`config.mk`:
```
export PLATFORM = sky130hd
export DESIGN_NAME = dmarq_ctrl
export DESIGN_NICKNAME = d
export VERILOG_FILES = /design/src/rtl/dmarq_pkg.sv /design/src/rtl/dmarq_cfg.sv /design/src/rtl/dmarq_ptr.sv /design/src/rtl/dmarq_req.sv /design/src/rtl/dmarq_ctrl.sv
export SDC_FILE = /design/constraint.sdc
export NUM_CORES = 1
export LEC_CHECK = 0
export BUFFER_PORTS_ARGS = -buffer_cell sky130_fd_sc_hd__buf_2
export CAP_MARGIN = 10
export CORE_MARGIN = 2
export CORE_UTILIZATION = 55
export CTS_CLUSTER_SIZE = 30
export DETAILED_ROUTE_END_ITERATION = 8
export PLACE_DENSITY = 0.94
export SLEW_MARGIN = 20
export SYNTH_ARGS = -nofsm -noshare
export SYNTH_HDL_FRONTEND = slang
export SYNTH_SLANG_ARGS = --single-unit
```
`constraint.sdc`:
```
create_clock -name clk_i -period 3.4 [get_ports clk_i]
set_input_delay 0.68 -clock clk_i [delete_from_list [all_inputs] [get_ports clk_i]]
set_output_delay 0.68 -clock clk_i [all_outputs]
set_load 0.01 [all_outputs]
```
`src/rtl/dmarq_pkg.sv`:
```
package dmarq_pkg;
  typedef enum logic [1:0] {
    SEL_PTR_LO = 2'd0,
    SEL_PTR_HI = 2'd1,
    SEL_MASK   = 2'd2,
    SEL_BUS    = 2'd3
  } reg_sel_e;

  localparam int EN_BIT       = 3;
  localparam int IRQ_EN_BIT   = 4;
  localparam int WIDE_BIT     = 7;
  localparam int DRQ_INV_BIT  = 2;
  localparam int TC_INV_BIT   = 3;
  localparam logic [1:0] MODE_DEMAND = 2'b01;

  typedef struct packed {
    logic       wide;
    logic       drq_inv;
    logic       tc_inv;
    logic [1:0] mode;
    logic       en;
    logic       irq_en;
  } cfg_t;
endpackage

```
`src/rtl/dmarq_cfg.sv`:
```
module dmarq_cfg
  import dmarq_pkg::*;
#(
  parameter int DW = 8
) (
  input  logic          clk_i,
  input  logic          rst_ni,
  input  logic          wr_i,
  input  logic [1:0]    sel_i,
  input  logic [DW-1:0] wdata_i,
  output cfg_t          cfg_o
);
  always_ff @(posedge clk_i or negedge rst_ni) begin
    if (!rst_ni) begin
      cfg_o <= '0;
    end else if (wr_i) begin
      unique case (reg_sel_e'(sel_i))
        SEL_PTR_HI: cfg_o.en <= wdata_i[EN_BIT];
        SEL_MASK:   cfg_o.irq_en <= wdata_i[IRQ_EN_BIT];
        SEL_BUS: begin
          cfg_o.wide    <= wdata_i[WIDE_BIT];
          cfg_o.drq_inv <= wdata_i[DRQ_INV_BIT];
          cfg_o.tc_inv  <= wdata_i[TC_INV_BIT];
          cfg_o.mode    <= wdata_i[1:0];
        end
        default: ;
      endcase
    end
  end
endmodule

```
`src/rtl/dmarq_ptr.sv`:
```
module dmarq_ptr #(
  parameter int ADDR_W = 11,
  parameter int DW     = 8
) (
  input  logic              clk_i,
  input  logic              rst_ni,
  input  logic              load_lo_i,
  input  logic              load_hi_i,
  input  logic [DW-1:0]     wdata_i,
  input  logic              adv_i,
  input  logic              wide_i,
  output logic [ADDR_W-1:0] ptr_o
);
  localparam int HI_W = ADDR_W - DW;

  logic [ADDR_W-1:0] step, nxt;

  assign step = wide_i ? ADDR_W'(2) : ADDR_W'(1);

  always_comb begin
    nxt = ptr_o;
    if (load_lo_i) nxt[DW-1:0] = wdata_i;
    else if (adv_i) nxt = ptr_o + step;
    if (load_hi_i) nxt[ADDR_W-1:DW] = wdata_i[HI_W-1:0];
  end

  always_ff @(posedge clk_i or negedge rst_ni) begin
    if (!rst_ni) ptr_o <= '0;
    else         ptr_o <= nxt;
  end

  // one step per completed transfer
  p_adv_step_r4: assert property (@(posedge clk_i) disable iff (!rst_ni)
    adv_i && !load_lo_i && !load_hi_i |=> ptr_o == $past(ptr_o) + (($past(wide_i)) ? ADDR_W'(2) : ADDR_W'(1)));
  // a pointer-low write wins over an advance
  p_load_wins_r10: assert property (@(posedge clk_i) disable iff (!rst_ni)
    load_lo_i |=> ptr_o[DW-1:0] == $past(wdata_i));
endmodule

```
`src/rtl/dmarq_req.sv`:
```
module dmarq_req (
  input  logic clk_i,
  input  logic rst_ni,
  input  logic arm_i,
  input  logic en_i,
  input  logic demand_i,
  input  logic tc_act_i,
  input  logic dack_ni,
  output logic ack_evt_o,
  output logic req_act_o,
  output logic done_o
);
  logic dack_q, req_q, hold_q;

  // falling edge of acknowledge while armed; a same-cycle arm write discards it
  assign ack_evt_o = req_q & dack_q & ~dack_ni & ~arm_i;
  assign req_act_o = req_q & ~hold_q;

  always_ff @(posedge clk_i or negedge rst_ni) begin
    if (!rst_ni) begin
      dack_q <= 1'b1;
      req_q  <= 1'b0;
      hold_q <= 1'b0;
      done_o <= 1'b0;
    end else begin
      dack_q <= dack_ni;
      if (arm_i) begin
        req_q  <= en_i;
        hold_q <= 1'b0;
        done_o <= 1'b0;
      end else if (ack_evt_o) begin
        if (tc_act_i) begin
          req_q  <= 1'b0;
          hold_q <= 1'b0;
          done_o <= 1'b1;
        end else begin
          hold_q <= ~demand_i;
        end
      end else if (hold_q && dack_ni) begin
        hold_q <= 1'b0;
      end
    end
  end

  p_arm_r2: assert property (@(posedge clk_i) disable iff (!rst_ni)
    arm_i |=> req_act_o == $past(en_i) && !done_o);
  p_tc_end_r5: assert property (@(posedge clk_i) disable iff (!rst_ni)
    ack_evt_o && tc_act_i |=> !req_act_o && done_o);
  p_single_drop_r7: assert property (@(posedge clk_i) disable iff (!rst_ni)
    ack_evt_o && !demand_i |=> !req_act_o);
  p_demand_hold_r8: assert property (@(posedge clk_i) disable iff (!rst_ni)
    ack_evt_o && demand_i && !tc_act_i |=> req_act_o);
  p_done_sticky_r9: assert property (@(posedge clk_i) disable iff (!rst_ni)
    !req_q && !arm_i |=> $stable(done_o));
endmodule

```
`src/rtl/dmarq_ctrl.sv`:
```
module dmarq_ctrl
  import dmarq_pkg::*;
#(
  parameter int ADDR_W = 11,
  parameter int DW     = 8
) (
  input  logic              clk_i,
  input  logic              rst_ni,
  input  logic              reg_wr_i,
  input  logic [1:0]        reg_sel_i,
  input  logic [DW-1:0]     reg_wdata_i,
  input  logic              dack_ni,
  input  logic              tc_i,
  output logic              dreq_o,
  output logic              irq_o,
  output logic              done_o,
  output logic              wide_o,
  output logic [ADDR_W-1:0] ram_addr_o
);
  cfg_t cfg;
  logic arm, load_hi, ack_evt, req_act, tc_act;

  assign arm     = reg_wr_i && reg_sel_i == SEL_PTR_LO;
  assign load_hi = reg_wr_i && reg_sel_i == SEL_PTR_HI;
  assign tc_act  = tc_i ^ cfg.tc_inv;

  dmarq_cfg #(.DW(DW)) u_cfg (
    .clk_i(clk_i), .rst_ni(rst_ni), .wr_i(reg_wr_i), .sel_i(reg_sel_i),
    .wdata_i(reg_wdata_i), .cfg_o(cfg)
  );

  dmarq_ptr #(.ADDR_W(ADDR_W), .DW(DW)) u_ptr (
    .clk_i(clk_i), .rst_ni(rst_ni), .load_lo_i(arm), .load_hi_i(load_hi),
    .wdata_i(reg_wdata_i), .adv_i(ack_evt), .wide_i(cfg.wide), .ptr_o(ram_addr_o)
  );

  dmarq_req u_req (
    .clk_i(clk_i), .rst_ni(rst_ni), .arm_i(arm), .en_i(cfg.en),
    .demand_i(cfg.mode == MODE_DEMAND), .tc_act_i(tc_act), .dack_ni(dack_ni),
    .ack_evt_o(ack_evt), .req_act_o(req_act), .done_o(done_o)
  );

  assign dreq_o = req_act ^ cfg.drq_inv;
  assign irq_o  = done_o & cfg.irq_en;
  assign wide_o = cfg.wide;

  p_irq_needs_done_r6: assert property (@(posedge clk_i) disable iff (!rst_ni)
    irq_o |-> done_o);
  p_idle_addr_r9: assert property (@(posedge clk_i) disable iff (!rst_ni)
    !req_act && !reg_wr_i && $stable(dack_ni) |=> $stable(ram_addr_o));
endmodule

```
==> flow_summary.json <==
{
  "io_buffer_count": 29,
  "synthTopCellsByCount": "dfrtp_1, nand2_1, o21ai_0",
  "synth_most_common_cell": "dfrtp_1",
  "clkLatencyLatePin_ns": 0.32,
  "start_util_pct": 58.5,
  "drtIter0Drc": 15,
  "cts_buffer_depth": 2,
  "slowest_stage": "dfrtp_1",
  "power_frac_seq_pct": 48.4,
  "cts_buffers": 3,
  "yosys-top-cells-area": "dfrtp_1, mux2_2, xnor2_1",
  "fin_crit_sh_pct": 67.9,
  "clk_pin_slew_ns": 0.13,
  "reg2reg_from": "u_cfg.cfg_o[6]",
  "die_w_um": 49.9,
  "max_stage_delay_ns": 0.44,
  "crit_path_end_kind": "flop",
  "synthesis.area_mm2": 0.00116,
  "area_growth_syn_to_layout_pct": 18.1,
  "cp-startpoint": "u_cfg.cfg_o[6]",
  "fin_cells": 172,
  "root_buffer": "clkbuf_4",
  "place_area_mm2": 0.00133,
  "crit_arrival_ns": 2.56,
  "io_pins": 30,
  "placementRows": 16,
  "grt_pass1_vias": 946,
  "wire_per_inst_um": 14.4,
  "n_antenna_cell": 0,
  "synth_edf_count": 0,
  "post-cts-setup-buffers": 0,
  "period_minus_slack_ns": 2.31,
  "run_status": "complete, no violations",
  "clock.fmax_mhz": 433,
  "syn-instance-count": 114,
  "rsz0062_at_grt": "false",
  "avgSynthCellArea_um2": 10.2,
  "cp_common_cell": "inv_1",
  "hold_violations": 0,
  "syn_nets": 132,
  "cts_resized": 0,
  "cts.sinks": 22,
  "p_clk_share_pct": 19.8,
  "yosysTopAreaCell": "dfrtp_1",
  "synth_ff_type": "dfrtp_1",
  "pwr-share-comb_pct": 31.8,
  "route.detailed.drc": 0,
  "min_path_type": "primary input to asynchronous set/reset pin",
  "die_h_um": 49.9,
  "ys_seq_area_share_pct": 47.6,
  "drive_above_1_share_pct": 30.3,
  "grt_max_degree": 23,
  "p_int_mw": 0.494,
  "path_class": "flop to flop",
  "vias": 961,
  "yosys_warnings": 0,
  "postRouteAntennaNets": 0,
  "tritoncts": "yes",
  "htree_levels": 1,
  "dieArea_mm2": 0.00249,
  "overflow": 0,
  "crit_required_ns": 3.65,
  "startpoint_type": "flop",
  "grt_use_total_pct": 22.2,
  "drv_cap": 0,
  "maxSlewHeadroom_pct": 49.0,
  "antenna_found_initial": 0,
  "synthArstFlopShare_pct": 100,
  "yosys.area.top_type_share_pct": 45.3,
  "holdBufCountCts": 0,
  "post-dp-hpwl_um": 1870,
  "grt_pass1_wl_um": 4160,
  "finalMaxSlewViolations": 0,
  "utilization_pct": 69.1,
  "setup_tns_ns": 0,
  "core_mm2": 0.00198,
  "stdcell_area_mm2": 0.00137,
  "switching_share_pct": 34.9,
  "p_leak_nw": 0.601,
  "finClkSkew_ns": 0.00168,
  "crit_chain": "inv_1 > ha_1 > inv_1 > fa_1 > and4bb_1 > nand4_1 > or4_1 > a31oi_1",
  "setup_viol": 0,
  "tightest_slew_ns": 0.762,
  "power_switching_mw": 0.265,
  "layout.nets": 164,
  "ys_types": 30,
  "finalWirelength_um": 2480,
  "p_per_area_mw_per_mm2": 553,
  "via_per_inst": 5.59,
  "critical_path_peak_fanout": 4,
  "pre_cts_ws_ns": 1.13,
  "drt_pass1_iterations": 4,
  "synth_seq_cells": 22,
  "gp_congestion": 0.852,
  "ir_drop_mv": 0.347,
  "dp_cells": 168,
  "layout_setup_ws_ns": 1.09
}
==> routing by layer <==
metal	wire [um]	vias up	track usage [%]
met3	153	5	4.55
met2	1190	40	36.2
met5	0	-	0
met1	1090	455	29.0
met4	42	0	8.33
li1	-	461	-
==> power groups by stage <==
stage                     Combinational, mW  Sequential, mW  Clock (mW)
final                                 0.241           0.367       0.150
after CTS                             0.242           0.367       0.149
after floorplan                       0.135           0.379           0
after detailed placement              0.240           0.371           0
after global routing                  0.268           0.375       0.163
after global placement                0.230           0.366           0
==> cell families after synthesis <==
family	share of synthesized area (%)
simple gates	23.9
flops	47.6
compound gates	6.36
mux	9.39
xor+xnor	6.04
buf+inv	2.80
fa+ha+maj	3.88
==> per-stage QoR <==
stage | total power [mW] | hold WS (ns)
floorplan | 0.514 | 0.384
global placement | 0.596 | 0.461
finish | 0.758 | 0.302
CTS | 0.758 | 0.320
detailed placement | 0.612 | 0.466
global route | 0.806 | 0.338
==> sequential cells by signal (all words and copies together), names as in the netlist <==
signal and flops:
u_req.dack_q 1, u_cfg.cfg_o 7, u_ptr.ptr_o 11, u_req.hold_q 1, u_req.done_o 1, u_req.req_q 1
==> cell type report <==
class	count	area (um^2)
Multi-Input combinational cell	85	581
Clock buffer	4	36.3
Inverter	4	15.0
Timing Repair Buffer	30	153
Sequential cell	22	552
Tap cell	27	33.8
Fill cell	145	612
==> final timing paths <==
| kind | endpoint | slack [ns] | cells past startpoint |
|---|---|---|---|
| setup / recovery | u_ptr.ptr_o[8] | 1.09 | 8 |
| hold / removal | u_ptr.ptr_o[1] | 0.30 | 1 |
| setup reg to reg | u_ptr.ptr_o[8] | 1.09 | 8 |
| hold reg to reg | u_cfg.cfg_o[1] | 0.50 | 2 |
| max in group asynchronous | u_req.dack_q | 2.74 | 1 |
| min in group clk_i | u_req.dack_q | 0.48 | 1 |
==> critical path: cells and delay by family (launching register included) <==
family | cells | cell delay, ns
AO/OA/AOI/OAI | 1 | 0.17
adder cells (fa/ha/maj) | 2 | 0.58
buffers and inverters | 2 | 0.17
flip-flops | 1 | 0.44
AND/OR/NAND/NOR | 3 | 0.88
==> placed cells by master (no fill, tap or decap), drive strengths merged, types with 2 or more instances in the layout <==
| cell | netlist | routed |
|---|---|---|
| and2 | 3 | 3 |
| nand4 | 2 | 2 |
| mux2 | 7 | 7 |
| dfrtp | 21 | 21 |
| nor3b | 2 | 2 |
| nor3 | 3 | 3 |
| nor2 | 4 | 4 |
| ha | 2 | 2 |
| xnor2 | 7 | 7 |
| nand2 | 15 | 15 |
| a21oi | 2 | 2 |
| nor4 | 3 | 3 |
| nand3 | 7 | 7 |
| clkbuf | 0 | 4 |
| mux2i | 3 | 3 |
| nand2b | 3 | 3 |
| nand3b | 5 | 5 |
| o21ai | 10 | 10 |
| inv | 4 | 4 |
| buf | 3 | 30 |
Note: power is estimated with default switching activity, not from simulation.
